## config.mk

```make
export PLATFORM = sky130hd
export DESIGN_NAME = page_ecc_seq
export DESIGN_NICKNAME = d
export VERILOG_FILES = /design/src/rtl/pgecc_pkg.sv /design/src/rtl/pgecc_byte_fold.sv /design/src/rtl/pgecc_syndrome.sv /design/src/rtl/pgecc_worst.sv /design/src/rtl/page_ecc_seq.sv
export SDC_FILE = /design/constraint.sdc
export NUM_CORES = 1
export LEC_CHECK = 0
export BUFFER_PORTS_ARGS = -buffer_cell sky130_fd_sc_hd__buf_4
export CAP_MARGIN = 20
export CORE_ASPECT_RATIO = 0.7
export CORE_MARGIN = 8
export CORE_UTILIZATION = 58
export CTS_CLUSTER_DIAMETER = 30
export DETAILED_ROUTE_END_ITERATION = 6
export PLACE_DENSITY = 0.91
export SYNTH_ARGS = -nofsm -noshare
export SYNTH_HDL_FRONTEND = slang
export SYNTH_HIERARCHICAL = 1
export SYNTH_SLANG_ARGS = --single-unit
```

## constraint.sdc

```tcl
create_clock -name clk -period 3.8 [get_ports clk]
set_input_delay 0.19 -clock clk [delete_from_list [all_inputs] [get_ports clk]]
set_output_delay 0.19 -clock clk [all_outputs]
set_load 0.005 [all_outputs]
```

## src/rtl/pgecc_pkg.sv

```systemverilog
package pgecc_pkg;

    typedef enum logic [1:0] {
        SEC_CLEAN = 2'd0,
        SEC_FIXED = 2'd1,
        SEC_FATAL = 2'd2
    } sec_stat_e;

    typedef enum logic [2:0] {
        PS_IDLE,
        PS_DATA,
        PS_PARITY,
        PS_NEXT,
        PS_DONE
    } phase_e;

    typedef enum logic [1:0] {
        TAG_DATA,
        TAG_LO,
        TAG_HI
    } tag_e;

    // Parity-check column of section bit pos: 3 for bit 0, else top bit | pos.
    function automatic logic [31:0] code_column(input int unsigned pos,
                                                input int unsigned bit_w);
        if (pos == 0) return 32'd3;
        return (32'd1 << bit_w) | 32'(pos);
    endfunction

endpackage

```

## src/rtl/pgecc_byte_fold.sv

```systemverilog
module pgecc_byte_fold
    import pgecc_pkg::*;
#(
    parameter int BIDX_W = 9,
    localparam int BIT_W = BIDX_W + 3,
    localparam int PAR_W = BIT_W + 1
) (
    input  logic [BIDX_W-1:0] byte_idx_i,
    input  logic [7:0]        byte_i,
    output logic [PAR_W-1:0]  fold_o
);

    logic [PAR_W-1:0] lane [8];

    for (genvar j = 0; j < 8; j++) begin : g_lane
        logic [BIT_W-1:0] pos;
        assign pos     = {byte_idx_i, 3'(j)};
        assign lane[j] = byte_i[j] ? PAR_W'(code_column(32'(pos), BIT_W)) : '0;
    end

    always_comb begin
        fold_o = '0;
        for (int j = 0; j < 8; j++) fold_o = fold_o ^ lane[j];
    end

endmodule

```

## src/rtl/pgecc_syndrome.sv

```systemverilog
module pgecc_syndrome
    import pgecc_pkg::*;
#(
    parameter int BIT_W = 12,
    localparam int PAR_W = BIT_W + 1
) (
    input  logic [PAR_W-1:0] syn_i,
    output sec_stat_e        stat_o,
    output logic [PAR_W-1:0] addr_o
);

    logic             single;
    logic [PAR_W-1:0] pos;

    assign single = (syn_i != '0) && ((syn_i & (syn_i - 1'b1)) == '0);

    always_comb begin
        pos = '0;
        for (int b = 0; b < PAR_W; b++) begin
            if (syn_i[b]) pos = PAR_W'(b);
        end
    end

    always_comb begin
        stat_o = SEC_CLEAN;
        addr_o = '0;
        if (syn_i == '0) begin
            stat_o = SEC_CLEAN;
        end else if (syn_i[PAR_W-1] && (syn_i[BIT_W-1:0] != '0)) begin
            stat_o = SEC_FIXED;
            addr_o = {1'b0, syn_i[BIT_W-1:0]};
        end else if (syn_i == PAR_W'(3)) begin
            stat_o = SEC_FIXED;
            addr_o = '0;
        end else if (single) begin
            stat_o = SEC_FIXED;
            addr_o = PAR_W'(1 << BIT_W) + pos;
        end else begin
            stat_o = SEC_FATAL;
        end
    end

endmodule

```

## src/rtl/pgecc_worst.sv

```systemverilog
module pgecc_worst #(
    parameter int NUM_SECT = 4
) (
    input  logic [NUM_SECT-1:0][1:0] stat_i,
    output logic [1:0]               worst_o
);

    always_comb begin
        worst_o = '0;
        for (int k = 0; k < NUM_SECT; k++) begin
            if (stat_i[k] > worst_o) worst_o = stat_i[k];
        end
    end

endmodule

```

## src/rtl/page_ecc_seq.sv

```systemverilog
module page_ecc_seq
    import pgecc_pkg::*;
#(
    parameter int SECT_BYTES  = 512,
    parameter int NUM_SECT    = 4,
    parameter int SPARE_BYTES = 64,
    localparam int BIDX_W     = $clog2(SECT_BYTES),
    localparam int BIT_W      = BIDX_W + 3,
    localparam int PAR_W      = BIT_W + 1,
    localparam int SEC_W      = $clog2(NUM_SECT),
    localparam int DATA_BYTES = SECT_BYTES * NUM_SECT,
    localparam int ADDR_W     = $clog2(DATA_BYTES + SPARE_BYTES)
) (
    input  logic                      clk,
    input  logic                      rst_n,
    input  logic                      start_i,
    input  logic                      prog_i,
    output logic                      busy_o,
    output logic                      done_o,
    output logic [ADDR_W-1:0]         buf_addr_o,
    output logic                      buf_rd_en_o,
    input  logic [7:0]                buf_rd_data_i,
    output logic                      buf_wr_en_o,
    output logic [7:0]                buf_wr_data_o,
    output logic [2*NUM_SECT-1:0]     sec_status_o,
    output logic [PAR_W*NUM_SECT-1:0] sec_bit_addr_o,
    output logic [1:0]                page_worst_o
);

    localparam int SECT_BITS = SECT_BYTES * 8;
    localparam int SPARE_BASE = DATA_BYTES;
    localparam int SLOT_END = SPARE_BASE + 2 * NUM_SECT;
    localparam logic [BIDX_W-1:0] LAST_BYTE = BIDX_W'(SECT_BYTES - 1);
    localparam logic [SEC_W-1:0]  LAST_SEC  = SEC_W'(NUM_SECT - 1);

    function automatic logic [PAR_W-1:0] erased_fold();
        logic [PAR_W-1:0] x;
        x = '0;
        for (int unsigned i = 0; i < SECT_BITS; i++) x = x ^ PAR_W'(code_column(i, BIT_W));
        return x;
    endfunction

    // Seal makes an all-0xFF section hold an all-ones parity word.
    localparam logic [PAR_W-1:0] SEAL = ~erased_fold();

    typedef struct packed {
        phase_e                          phase;
        logic                            prog;
        logic [SEC_W-1:0]                sec;
        logic [BIDX_W-1:0]               cnt;
        logic [PAR_W-1:0]                acc;
        logic [7:0]                      plo;
        logic [7:0]                      phi;
        logic                            pv;
        tag_e                            ptag;
        logic [BIDX_W-1:0]               pidx;
        logic [NUM_SECT-1:0][1:0]        stat;
        logic [NUM_SECT-1:0][PAR_W-1:0]  baddr;
    } seq_t;

    seq_t q, d;

    logic [PAR_W-1:0] fold;
    logic [PAR_W-1:0] stored;
    logic [PAR_W-1:0] syn;
    logic [15:0]      slot;
    sec_stat_e        dec_stat;
    logic [PAR_W-1:0] dec_addr;
    logic [ADDR_W-1:0] lo_addr;

    pgecc_byte_fold #(.BIDX_W(BIDX_W)) u_fold (
        .byte_idx_i (q.pidx),
        .byte_i     (buf_rd_data_i),
        .fold_o     (fold)
    );

    assign stored = PAR_W'({q.phi, q.plo});
    assign syn    = q.acc ^ SEAL ^ stored;

    pgecc_syndrome #(.BIT_W(BIT_W)) u_syn (
        .syn_i  (syn),
        .stat_o (dec_stat),
        .addr_o (dec_addr)
    );

    pgecc_worst #(.NUM_SECT(NUM_SECT)) u_worst (
        .stat_i  (q.stat),
        .worst_o (page_worst_o)
    );

    always_comb begin
        slot = '1;
        slot[PAR_W-1:0] = q.acc ^ SEAL;
    end

    assign lo_addr = ADDR_W'(SPARE_BASE) + ADDR_W'({q.sec, 1'b0});

    always_comb begin
        d             = q;
        d.pv          = 1'b0;
        buf_rd_en_o   = 1'b0;
        buf_wr_en_o   = 1'b0;
        buf_addr_o    = '0;
        buf_wr_data_o = '0;

        if (q.pv) begin
            case (q.ptag)
                TAG_DATA: d.acc = q.acc ^ fold;
                TAG_LO:   d.plo = buf_rd_data_i;
                TAG_HI:   d.phi = buf_rd_data_i;
                default:  ;
            endcase
        end

        case (q.phase)
            PS_IDLE: begin
                if (start_i) begin
                    d.phase = PS_DATA;
                    d.prog  = prog_i;
                    d.sec   = '0;
                    d.cnt   = '0;
                    d.acc   = '0;
                    d.stat  = '0;
                    d.baddr = '0;
                end
            end
            PS_DATA: begin
                buf_rd_en_o = 1'b1;
                buf_addr_o  = ADDR_W'({q.sec, q.cnt});
                d.pv        = 1'b1;
                d.ptag      = TAG_DATA;
                d.pidx      = q.cnt;
                d.cnt       = q.cnt + 1'b1;
                if (q.cnt == LAST_BYTE) begin
                    d.phase = PS_PARITY;
                    d.cnt   = '0;
                end
            end
            PS_PARITY: begin
                d.cnt = q.cnt + 1'b1;
                if (q.cnt == '0) begin
                    if (!q.prog) begin
                        buf_rd_en_o = 1'b1;
                        buf_addr_o  = lo_addr;
                        d.pv        = 1'b1;
                        d.ptag      = TAG_LO;
                    end
                end else if (q.cnt == BIDX_W'(1)) begin
                    if (q.prog) begin
                        buf_wr_en_o   = 1'b1;
                        buf_addr_o    = lo_addr;
                        buf_wr_data_o = slot[7:0];
                    end else begin
                        buf_rd_en_o = 1'b1;
                        buf_addr_o  = lo_addr + 1'b1;
                        d.pv        = 1'b1;
                        d.ptag      = TAG_HI;
                    end
                end else begin
                    if (q.prog) begin
                        buf_wr_en_o   = 1'b1;
                        buf_addr_o    = lo_addr + 1'b1;
                        buf_wr_data_o = slot[15:8];
                    end
                    d.phase = PS_NEXT;
                    d.cnt   = '0;
                end
            end
            PS_NEXT: begin
                if (!q.prog) begin
                    d.stat[q.sec]  = 2'(dec_stat);
                    d.baddr[q.sec] = dec_addr;
                end
                d.acc = '0;
                if (q.sec == LAST_SEC) begin
                    d.phase = PS_DONE;
                end else begin
                    d.sec   = q.sec + 1'b1;
                    d.phase = PS_DATA;
                end
            end
            PS_DONE: d.phase = PS_IDLE;
            default: d.phase = PS_IDLE;
        endcase
    end

    always_ff @(posedge clk or negedge rst_n) begin
        if (!rst_n) begin
            q <= '{phase: PS_IDLE, ptag: TAG_DATA, default: '0};
        end else begin
            q <= d;
        end
    end

    assign busy_o         = (q.phase != PS_IDLE);
    assign done_o         = (q.phase == PS_DONE);
    assign sec_status_o   = q.stat;
    assign sec_bit_addr_o = q.baddr;


    wr_only_prog_chk: assert property (@(posedge clk) disable iff (!rst_n)
        buf_wr_en_o |-> q.prog);


    wr_in_slots_chk: assert property (@(posedge clk) disable iff (!rst_n)
        buf_wr_en_o |-> (buf_addr_o >= ADDR_W'(SPARE_BASE)) && (buf_addr_o < ADDR_W'(SLOT_END)));


    port_excl_chk: assert property (@(posedge clk) disable iff (!rst_n)
        $onehot0({buf_rd_en_o, buf_wr_en_o}));


    sec_order_chk: assert property (@(posedge clk) disable iff (!rst_n)
        (q.phase != PS_IDLE && $past(q.phase) != PS_IDLE) |-> q.sec >= $past(q.sec));


    done_pulse_chk: assert property (@(posedge clk) disable iff (!rst_n)
        done_o |=> (!done_o && !busy_o));

endmodule

```

==> impl_metrics.csv, run 1 <==
group,metric,value,unit
cells_and_area,multi_input_area,3010,µm²
critical_path,cp.arrival,3.56,ns
clock_tree,cts_buffers,17,
cells_and_area,syn2layout_area_growth,16.3,%
global_route,grt_max_degree,87,
sta,fin_tns_setup,0,ns
floorplan,start_util,59.2,%
yosys,syn_area,6500,µm²
hold_path,whs_path_depth,2,
global_route,grt_pass1_vias,5031,
sta,drv_slew,0,
critical_path,reg2reg_setup_slack,0.59,ns
clock_tree,cts_buffer_depth,2,
floorplan,die_h,105,µm
critical_path,reg2regPathDepth,7,
clock_tree,cts_root_buf,"clkbuf_16",
placement,pre_cts_slack,0.622,ns
route,drt_iter0_markers,583,
yosys,synthCells,617,
placement,routabilityCongestion,0.914,
route,dr_total_vias,5162,
clock_tree,cts_tree,"yes",
sta,worst_hold_slack,0.0467,ns
sta,timing.fmax,267,MHz
yosys,ys_seq_area_share,43.5,%
critical_path,end_kind,"primary output",
sta,setup_viol,0,
route,dr.pass1.iters,7,
cells_and_area,fin_area,7550,µm²
sta,worstMarginPinSlew,1.18,ns
floorplan,ioPinCount,98,
floorplan,fp.dieArea,14900,µm²
placement,io_buffers,97,
clock_tree,insertion_delay,0.41,ns
critical_path,rr_startpoint,"q[91]",
power_and_ir_drop,p_per_area,531,nW/µm²
placement,post_dp_cell_area,6850,µm²
job,maxCapViolCount,0,
cells_and_area,register_area,2830,µm²
yosys,async_flop_share,100,%
yosys,yosysUniqueCellTypes,70,
sta,fin_ws,0.0521,ns
critical_path,r2r-end,"sec_status_o[1]",
hold_path,hp-start,"buf_rd_data_i[7]",
floorplan,rows,32,
sta,min_period,3.75,ns
clock_tree,clk_pin_slew,0.06,ns
route,drcViolationCount,3,
global_route,antenna_found_initial,0,
floorplan,coreArea,11000,µm²
yosys,synth_nets,649,
cells_and_area,final_nets,684,
yosys,synth_edf_count,0,
cells_and_area,diodes,0,
critical_path,critPathLaunchType,"flip-flop",
yosys,ys.flop_type,"dfrtp_1",
yosys,synth.avg_cell_area,10.5,µm²
yosys,ys_warn_count,6,
cells_and_area,num-fill-cells,747,
route,wl,17100,µm
route,post_drt_wl_per_cell,20.9,µm
clock_tree,cts_htree_levels,4,
run_status,status,"complete, but fails checks",
route,antenna_left,0,
critical_path,cpPeakStageDelay,0.44,ns
cells_and_area,drive_above_1_share,28.0,%
sta,finalHoldViolCount,0,
cells_and_area,utilization,68.8,%
hold_path,holdPathEnd,"q[87]",
global_route,grt_pass1_wl,27100,µm
sta,skew,0.00773,ns
placement,dp_hpwl,11700,µm
clock_tree,numClockSinks,113,
global_route,grtUsageTotal,22.8,%
sta,period_share,98.6,%
critical_path,cp_max_fo,5,
run_status,failed_checks,"DRC",
sta,slew_headroom,21.4,%
power_and_ir_drop,vdd.ir_drop.worst,0.423,mV
yosys,synth_seq_cells,113,
route,viasPerCell,6.31,
critical_path,crit_type,"reg -> out",
critical_path,cpMostUsedCell,"ha_1",
critical_path,cp_cell_sequence,"ha_1, or3_4, a21oi_4, nor2_1, ha_1, inv_1, o22a_1, o31ai_4, ha_1, inv_1, o22ai_1, mux2_4, buf_4",
floorplan,die_w,142,µm
critical_path,slowest_stage,"dfrtp_1",
hold_path,hold_path_class,"in -> reg",
global_route,grt_overflow_total,0,
critical_path,worst_ep_required_time,3.61,ns
power_and_ir_drop,p_leak,3.56,nW
[through the flow]
| step | instances | total power, W |
|---|---|---|
| floorplan | 617 | 0.00203 |
| global placement | 782 | 0.00223 |
| detailed placement | 782 | 0.00228 |
| CTS | 815 | 0.00397 |
| global route | 818 | 0.00414 |
| finish | 818 | 0.00401 |
[logic make-up (layout without fill, tap and decap cells)]
group	count (synthesis)	after routing	synth area share [%]
AO/OA/AOI/OAI	138	138	17.1
XOR/XNOR	39	39	6.01
adder cells (fa/ha/maj)	21	21	4.01
buffers and inverters	111	159	10.5
flip-flops	113	113	43.5
multiplexers	20	20	3.56
AND/OR/NAND/NOR	175	175	15.3
[cell usage in the layout, fill, tap and decap left out, types with 10 or more instances in the layout]
cell type	Yosys	layout
inv_1	21	21
dfrtp_1	113	113
a21oi_1	12	12
ha_1	20	20
a22o_1	63	63
o21ai_0	12	12
nand2_1	41	41
buf_4	61	102
mux2_2	13	13
nor2_1	37	37
xor2_1	17	17
clkbuf_16	0	17
xnor2_1	19	19
a21o_1	10	10
and2_1	16	16
[what timing repair did]
| action | in CTS | in global routing |
|---|---|---|
| endpoints found under the hold margin | 1 | 84 |
| buffers inserted | 0 | 1 |
| gates resized for setup | 0 | 3 |
| hold buffers | 1 | 1 |
| endpoints found under the setup margin | 0 | 1 |
[worst max-delay path by stage]
stage | from | to | slack [ns] | cells after the start
6_report | sec_status_o[0] | page_worst_o[0] | 0.05 | 13
5_1_grt | sec_status_o[0] | page_worst_o[0] | -0.03 | 13
4_1_cts | sec_status_o[2] | page_worst_o[0] | 0.04 | 14
3_5_place_dp | sec_status_o[2] | page_worst_o[0] | 0.62 | 14
3_3_place_gp | sec_status_o[2] | page_worst_o[0] | 0.75 | 14
2_1_floorplan | sec_status_o[2] | page_worst_o[0] | 0.97 | 13
[worst max-delay path, delay by kind of cell (launching register included)]
| family | cells | cell delay (ns) |
|---|---|---|
| compound gates | 4 | 0.88 |
| fa+ha+maj | 3 | 0.83 |
| buf+inv | 3 | 0.23 |
| flops | 1 | 0.44 |
| mux | 1 | 0.32 |
| simple gates | 2 | 0.44 |
[Yosys cell counts (10+ instances only)]
cell type / number / share of area, %
dfrtp_1: 113 / 44
a22o_1: 63 / 8.5
buf_4: 61 / 7.0
nand2_1: 41 / 2.4
nor2_1: 37 / 2.1
inv_1: 21 / 1.2
ha_1: 20 / 3.9
xnor2_1: 19 / 2.6
buf_2: 18 / 1.4
xor2_1: 17 / 2.3
and2_1: 16 / 1.5
mux2_2: 13 / 2.3
a21oi_1: 12 / 0.92
o21ai_0: 12 / 0.92
a21o_1: 10 / 1.2
[where the power goes]
| group | internal (W) | switching [W] |
|---|---|---|
| registers | 0.00129 | 0.0000956 |
| logic | 0.000333 | 0.000620 |
| clock network | 0.00105 | 0.000623 |
[sequential cells by signal (all words and copies together) (netlist names)]
name / cells
sec_status_o: 8
sec_bit_addr_o: 52
q: 53
[cell type report]
cell class / count / area share [%]
multi-input cells: 393 / 39.9
clock buffers: 17 / 5.63
flip-flops and latches: 113 / 37.4
inverters: 22 / 1.16
well taps: 153 / 2.53
clock inverters: 15 / 2.60
repair buffers: 105 / 10.8
[layer usage]
metal	share of wire, %	up-vias	wire, µm	global-route usage [%]
li1	-	2225	-	-
met1	42	2550	7200	30.9
met2	45	331	7760	34.2
met3	9.9	56	1690	6.09
met4	2.5	0	423	9.15
met5	0	-	0	0
Note: power is estimated with default switching activity, not from simulation.
==> run 2, diff against run 1 <==
==> constraint.sdc (replaced) <==
create_clock -name clk -period 3.8 [get_ports clk]
set_input_delay 0.76 -clock clk [delete_from_list [all_inputs] [get_ports clk]]
set_output_delay 0.76 -clock clk [all_outputs]
set_load 0.005 [all_outputs]
==> run 2 against run 1 <==
The run ends with setup timing left; largest cell class unchanged; critical path depth grew 1; worst hold slack better by 0.34 ns; combinational power hardly changed; wire length down 1.8%; total power is 2.7% lower; via count shrank 1.4%; design area up 0.40%; non-clock buffer count grew 3.
==> impl_metrics.csv, run 2 (synthesis gave the netlist of run 1 again) <==
group,metric,value,unit
cells_and_area,multi_input_area,3060,µm²
cells_and_area,drive_above_1_share,30.5,%
critical_path,critPathLaunchType,"flip-flop",
critical_path,end_kind,"primary output",
sta,drv_slew,0,
cells_and_area,diodes,0,
job,maxCapViolCount,0,
power_and_ir_drop,power_frac_comb,24.4,%
floorplan,fp.dieArea,14900,µm²
global_route,grt_overflow_total,0,
clock_tree,cts_buffers,17,
critical_path,reg2regPathDepth,7,
power_and_ir_drop,netSwitchingPower,0.00132,W
critical_path,cp_cell_sequence,"inv_2, ha_4, mux2i_1, o311a_1, nor2_2, ha_1, inv_2, o22a_1, o31ai_4, ha_1, inv_2, o22ai_2, mux2_4, buf_6",
critical_path,crit_type,"reg -> out",
cells_and_area,largest_reg_flops,53,
sta,timing.fmax,250,MHz
sta,worstMarginPinSlew,0.868,ns
placement,io_buffers,97,
clock_tree,clk_pin_slew,0.06,ns
sta,slew_headroom,41.9,%
route,drcViolationCount,0,
clock_tree,cts_hold_buffers,0,
placement,routabilityCongestion,0.929,
clock_tree,cts_htree_levels,4,
route,drt_iter0_markers,393,
cells_and_area,mostFrequentLayoutCells,"dfrtp_1, buf_4, a22o_1, nand2_1, nor2_1",
run_status,failed_checks,"setup timing",
sta,finalHoldViolCount,0,
run_status,status,"complete, but fails checks",
power_and_ir_drop,p_clk_share,40.2,%
power_and_ir_drop,seqPwrFrac,35.4,%
power_and_ir_drop,power.internal,0.00258,W
floorplan,die_w,142,µm
floorplan,die_h,105,µm
global_route,grt_pass1_wl,26600,µm
cells_and_area,top_register,"q",
route,antenna_left,0,
cells_and_area,syn2layout_area_growth,16.7,%
hold_path,hold_path_class,"in -> async",
sta,period_share,105,%
critical_path,reg2reg_setup_slack,0.46,ns
cells_and_area,final_common_cell,"dfrtp_1",
cells_and_area,num-fill-cells,770,
floorplan,coreArea,11000,µm²
critical_path,rr_startpoint,"q[91]",
global_route,grt_max_degree,60,
power_and_ir_drop,sw_frac_of_total,33.8,%
sta,worst_hold_slack,0.386,ns
critical_path,cp.arrival,3.24,ns
clock_tree,cts_tree,"yes",
critical_path,r2r-end,"sec_status_o[3]",
power_and_ir_drop,p_per_area,515,nW/µm²
critical_path,worst_ep_required_time,3.04,ns
placement,dp_hpwl,11500,µm
route,dr.pass1.iters,5,
cells_and_area,final_nets,687,
clock_tree,cts_buffer_depth,2,
clock_tree,insertion_delay,0.42,ns
floorplan,rows,32,
floorplan,start_util,59.2,%
sta,fin_ws,-0.204,ns
critical_path,cpPeakStageDelay,0.40,ns
global_route,antenna_found_initial,0,
global_route,grtUsageTotal,22.7,%
route,viasPerCell,6.20,
power_and_ir_drop,p_leak,3.55,nW
cells_and_area,register_area,2830,µm²
global_route,grt_pass1_vias,4868,
clock_tree,numClockSinks,113,
route,dr_total_vias,5088,
clock_tree,cts_root_buf,"clkbuf_16",
floorplan,ioPinCount,98,
sta,grt_setup_unrepaired,"yes",
critical_path,cpMostUsedCell,"inv_2",
sta,min_period,4.00,ns
sta,setup_viol,1,
critical_path,slowest_stage,"dfrtp_1",
critical_path,cp_max_fo,3,
sta,skew,0.0117,ns
power_and_ir_drop,vdd.ir_drop.worst,0.469,mV
route,wl,16800,µm
route,post_drt_wl_per_cell,20.4,µm
cells_and_area,utilization,69.1,%
## run 2: stage by stage
step | power (W) | TNS (ns) | instances | setup WS, ns | cell area (µm²)
finish | 0.00390 | -0.204 | 821 | -0.204 | 7580
global route | 0.00403 | -0.306 | 821 | -0.306 | 7580
CTS | 0.00386 | -0.216 | 819 | -0.216 | 7560
detailed placement | 0.00228 | 0 | 782 | 0.0320 | 6870
global placement | 0.00223 | 0 | 782 | 0.184 | 6870
floorplan | 0.00203 | 0 | 617 | 0.397 | 6500
## run 2: metal layers
layer	vias to the layer above	track usage [%]	wire length (µm)
met1	2519	30.6	7270
met4	0	9.22	447
met3	46	6.91	1560
met5	-	0	0
met2	297	33.5	7480
li1	2226	-	-
## run 2: worst max path at each step
stage,startpoint,to,depth (start not counted)
3_3_place_gp,sec_status_o[2],page_worst_o[0],14
3_5_place_dp,sec_status_o[2],page_worst_o[0],14
2_1_floorplan,sec_status_o[2],page_worst_o[0],13
6_report,sec_status_o[1],page_worst_o[0],14
4_1_cts,sec_status_o[3],page_worst_o[0],14
5_1_grt,sec_status_o[0],page_worst_o[0],13
## run 2: layout make-up
cell class	instances	share of cell area [%]
Clock buffer	17	5.61
Multi-Input combinational cell	393	40.3
Tap cell	153	2.52
Clock inverter	15	2.13
Inverter	22	1.16
Timing Repair Buffer	108	10.9
Sequential cell	113	37.3
## run 2: power groups by stage
stage	clock network (W)	logic (W)	registers, W
6_report	0.00157	0.000951	0.00138
5_1_grt	0.00165	0.000995	0.00139
4_1_cts	0.00157	0.000909	0.00138
3_5_place_dp	0	0.000879	0.00140
3_3_place_gp	0	0.000838	0.00140
2_1_floorplan	0	0.000650	0.00138
## run 2: timing repair
item | CTS | global route
setup endpoints to repair | 1 | 1
cloned | 0 | 0
pin swaps | 3 | 1
resized for setup | 13 | 5
buffers inserted | 5 | 1
## run 2: worst max-delay path: cells and delay by family, from the launching register on
| kind | cells | cell delay (ns) |
|---|---|---|
| mux | 2 | 0.53 |
| buf+inv | 4 | 0.34 |
| compound gates | 4 | 0.79 |
| fa+ha+maj | 3 | 0.72 |
| simple gates | 1 | 0.05 |
| flops | 1 | 0.40 |
==> run 3, diff against run 2 <==
GPL_TIMING_DRIVEN = 0   (was not set)
PLACE_DENSITY = 0.81   (was 0.91)
==> run 3 against run 2 <==
The flow still finishes with violations (setup timing); die area unchanged; wire length increased by 2.3%; flip-flop and latch count is the same; critical path type unchanged.
==> impl_metrics.csv, run 3 (synthesis gave the netlist of run 1 again) <==
group,metric,value,unit
clock_tree,insertion_delay,0.42,ns
power_and_ir_drop,p_per_area,470,nW/µm²
global_route,grt_pass1_vias,5182,
placement,routabilityCongestion,0.879,
sta,finalHoldViolCount,0,
sta,setup_viol,1,
run_status,status,"complete, but fails checks",
critical_path,end_kind,"primary output",
critical_path,cp_max_fo,4,
route,post_drt_wl_per_cell,18.9,µm
sta,period_share,107,%
cells_and_area,largest_reg_flops,53,
sta,grt_setup_unrepaired,"yes",
floorplan,start_util,59.2,%
route,viasPerCell,5.75,
sta,skew,0.00887,ns
power_and_ir_drop,p_leak,3.94,nW
global_route,antenna_found_initial,0,
critical_path,slowest_stage,"dfrtp_1",
power_and_ir_drop,vdd.ir_drop.worst,0.419,mV
route,drt_iter0_markers,458,
critical_path,cp_num_buf_inv,4,
critical_path,cpPeakStageDelay,0.42,ns
clock_tree,cts_htree_levels,4,
critical_path,cp.arrival,3.32,ns
sta,worst_hold_slack,0.383,ns
route,antenna_left,0,
cells_and_area,num-fill-cells,796,
sta,fin_ws,-0.276,ns
critical_path,crit_family,"adder cells",
critical_path,cp_cell_sequence,"inv_1, ha_4, nand3b_1, o311a_1, nor2_1, ha_1, inv_2, o221ai_2, o31ai_4, ha_1, inv_2, o22ai_2, mux2_4, buf_4",
clock_tree,clk_pin_slew,0.06,ns
route,dr.pass1.iters,5,
cells_and_area,instances_no_fill,906,
cells_and_area,syn2layout_area_growth,25.1,%
sta,slew_headroom,35.2,%
hold_path,hold_path_class,"in -> async",
route,drcViolationCount,0,
critical_path,worst_ep_required_time,3.04,ns
cells_and_area,mostFrequentLayoutCells,"buf_4, dfrtp_1, a22o_1, nand2_1, nor2_1",
sta,min_period,4.08,ns
cells_and_area,top_register,"q",
cells_and_area,final_common_cell,"buf_4",
power_and_ir_drop,finalPower,0.00382,W
clock_tree,cts_buffer_depth,2,
placement,placed_cells,868,
run_status,failed_checks,"setup timing",
route,dr_total_vias,5212,
global_route,grt_overflow_total,0,
route,wl,17100,µm
floorplan,fp.dieArea,14900,µm²
job,maxCapViolCount,0,
cells_and_area,diodes,0,
clock_tree,numClockSinks,113,
cells_and_area,drive_above_1_share,36.9,%
clock_tree,cts_root_buf,"clkbuf_16",
placement,dp_hpwl,12200,µm
placement,pre_cts_slack,-0.0306,ns
global_route,grt_max_degree,60,
global_route,grtUsageTotal,23.6,%
clock_tree,cts_buffers,17,
floorplan,die_h,105,µm
clock_tree,cts_tree,"yes",
global_route,grt_pass1_wl,27900,µm
sta,worstMarginPinSlew,0.947,ns
floorplan,ioPinCount,98,
critical_path,critPathLaunchType,"flip-flop",
clock_tree,cts_hold_buffers,0,
floorplan,die_w,142,µm
placement,io_buffers,97,
cells_and_area,final_nets,772,
floorplan,rows,32,
critical_path,crit_type,"reg -> out",
floorplan,coreArea,11000,µm²
sta,drv_slew,0,
sta,timing.fmax,245,MHz
[run 3: cell count changes in the layout (fill, tap and decap cells not counted), sizes merged]
cell      previous run  this run
buf                108       184
bufinv               2         1
clkbuf              17        26
clkinv               7         5
clkinvlp             4         8
inv                 24        23
[run 3: what timing repair did]
item	in CTS	in global routing
setup buffers	5	1
gates cloned	0	0
gates resized for setup	6	9
endpoints found under the setup margin	1	1
pin swaps	3	1
[run 3: worst paths after layout]
path,start,to,slack [ns],depth (start not counted)
worst max-delay path,sec_status_o[3],page_worst_o[0],-0.28,14
worst min-delay path,rst_n,q[105],0.38,1
worst max register to register,q[91],sec_status_o[3],0.53,8
worst min register to register,q[65],q[65],0.50,1
max in group asynchronous,rst_n,sec_status_o[0],2.67,2
min in group clk,q[65],q[65],0.50,1
[run 3: final cells by class]
cell class	instances	area [µm²]	share of cell area, %
clock buffer	17	425	5.23
buffer	89	593	7.30
inverter	22	87.6	1.08
sequential	113	2830	34.8
tap	153	191	2.36
multi-input combinational	393	3060	37.7
timing repair buffer	104	801	9.85
clock inverter	15	139	1.71
[run 3: worst reg2reg max path: cells and delay by family (launching register included)]
| family | cells | cell delay [ns] |
|---|---|---|
| xor+xnor | 1 | 0.28 |
| compound gates | 3 | 1.14 |
| buf+inv | 1 | 0.17 |
| simple gates | 3 | 1.21 |
| flops | 1 | 0.42 |
[run 3: metal layers]
metal  track usage, %  up-vias  share of wire [%]
met4             7.56        0                1.5
met1             33.6     2545                 46
li1                 -     2388                  -
met5                0        -                  0
met2             33.8      253                 43
met3             7.23       26                9.5
[run 3: power by group]
| part | leakage, nW | switching, W | internal [W] |
|---|---|---|---|
| clock network | 0.250 | 0.000599 | 0.000899 |
| logic | 2.24 | 0.000603 | 0.000332 |
| registers | 1.45 | 0.0000996 | 0.00129 |
| total | 3.94 | 0.00130 | 0.00252 |
[run 3: per-stage QoR]
| step | area, µm² | setup TNS, ns | utilization, % |
|---|---|---|---|
| floorplan | 6500 | 0 | - |
| global placement | 7420 | 0 | 67.6 |
| finish | 8130 | -0.276 | 74.1 |
| detailed placement | 7440 | -0.0306 | 67.8 |
| global route | 8130 | -0.405 | 74.1 |
| CTS | 8080 | -0.243 | 73.7 |
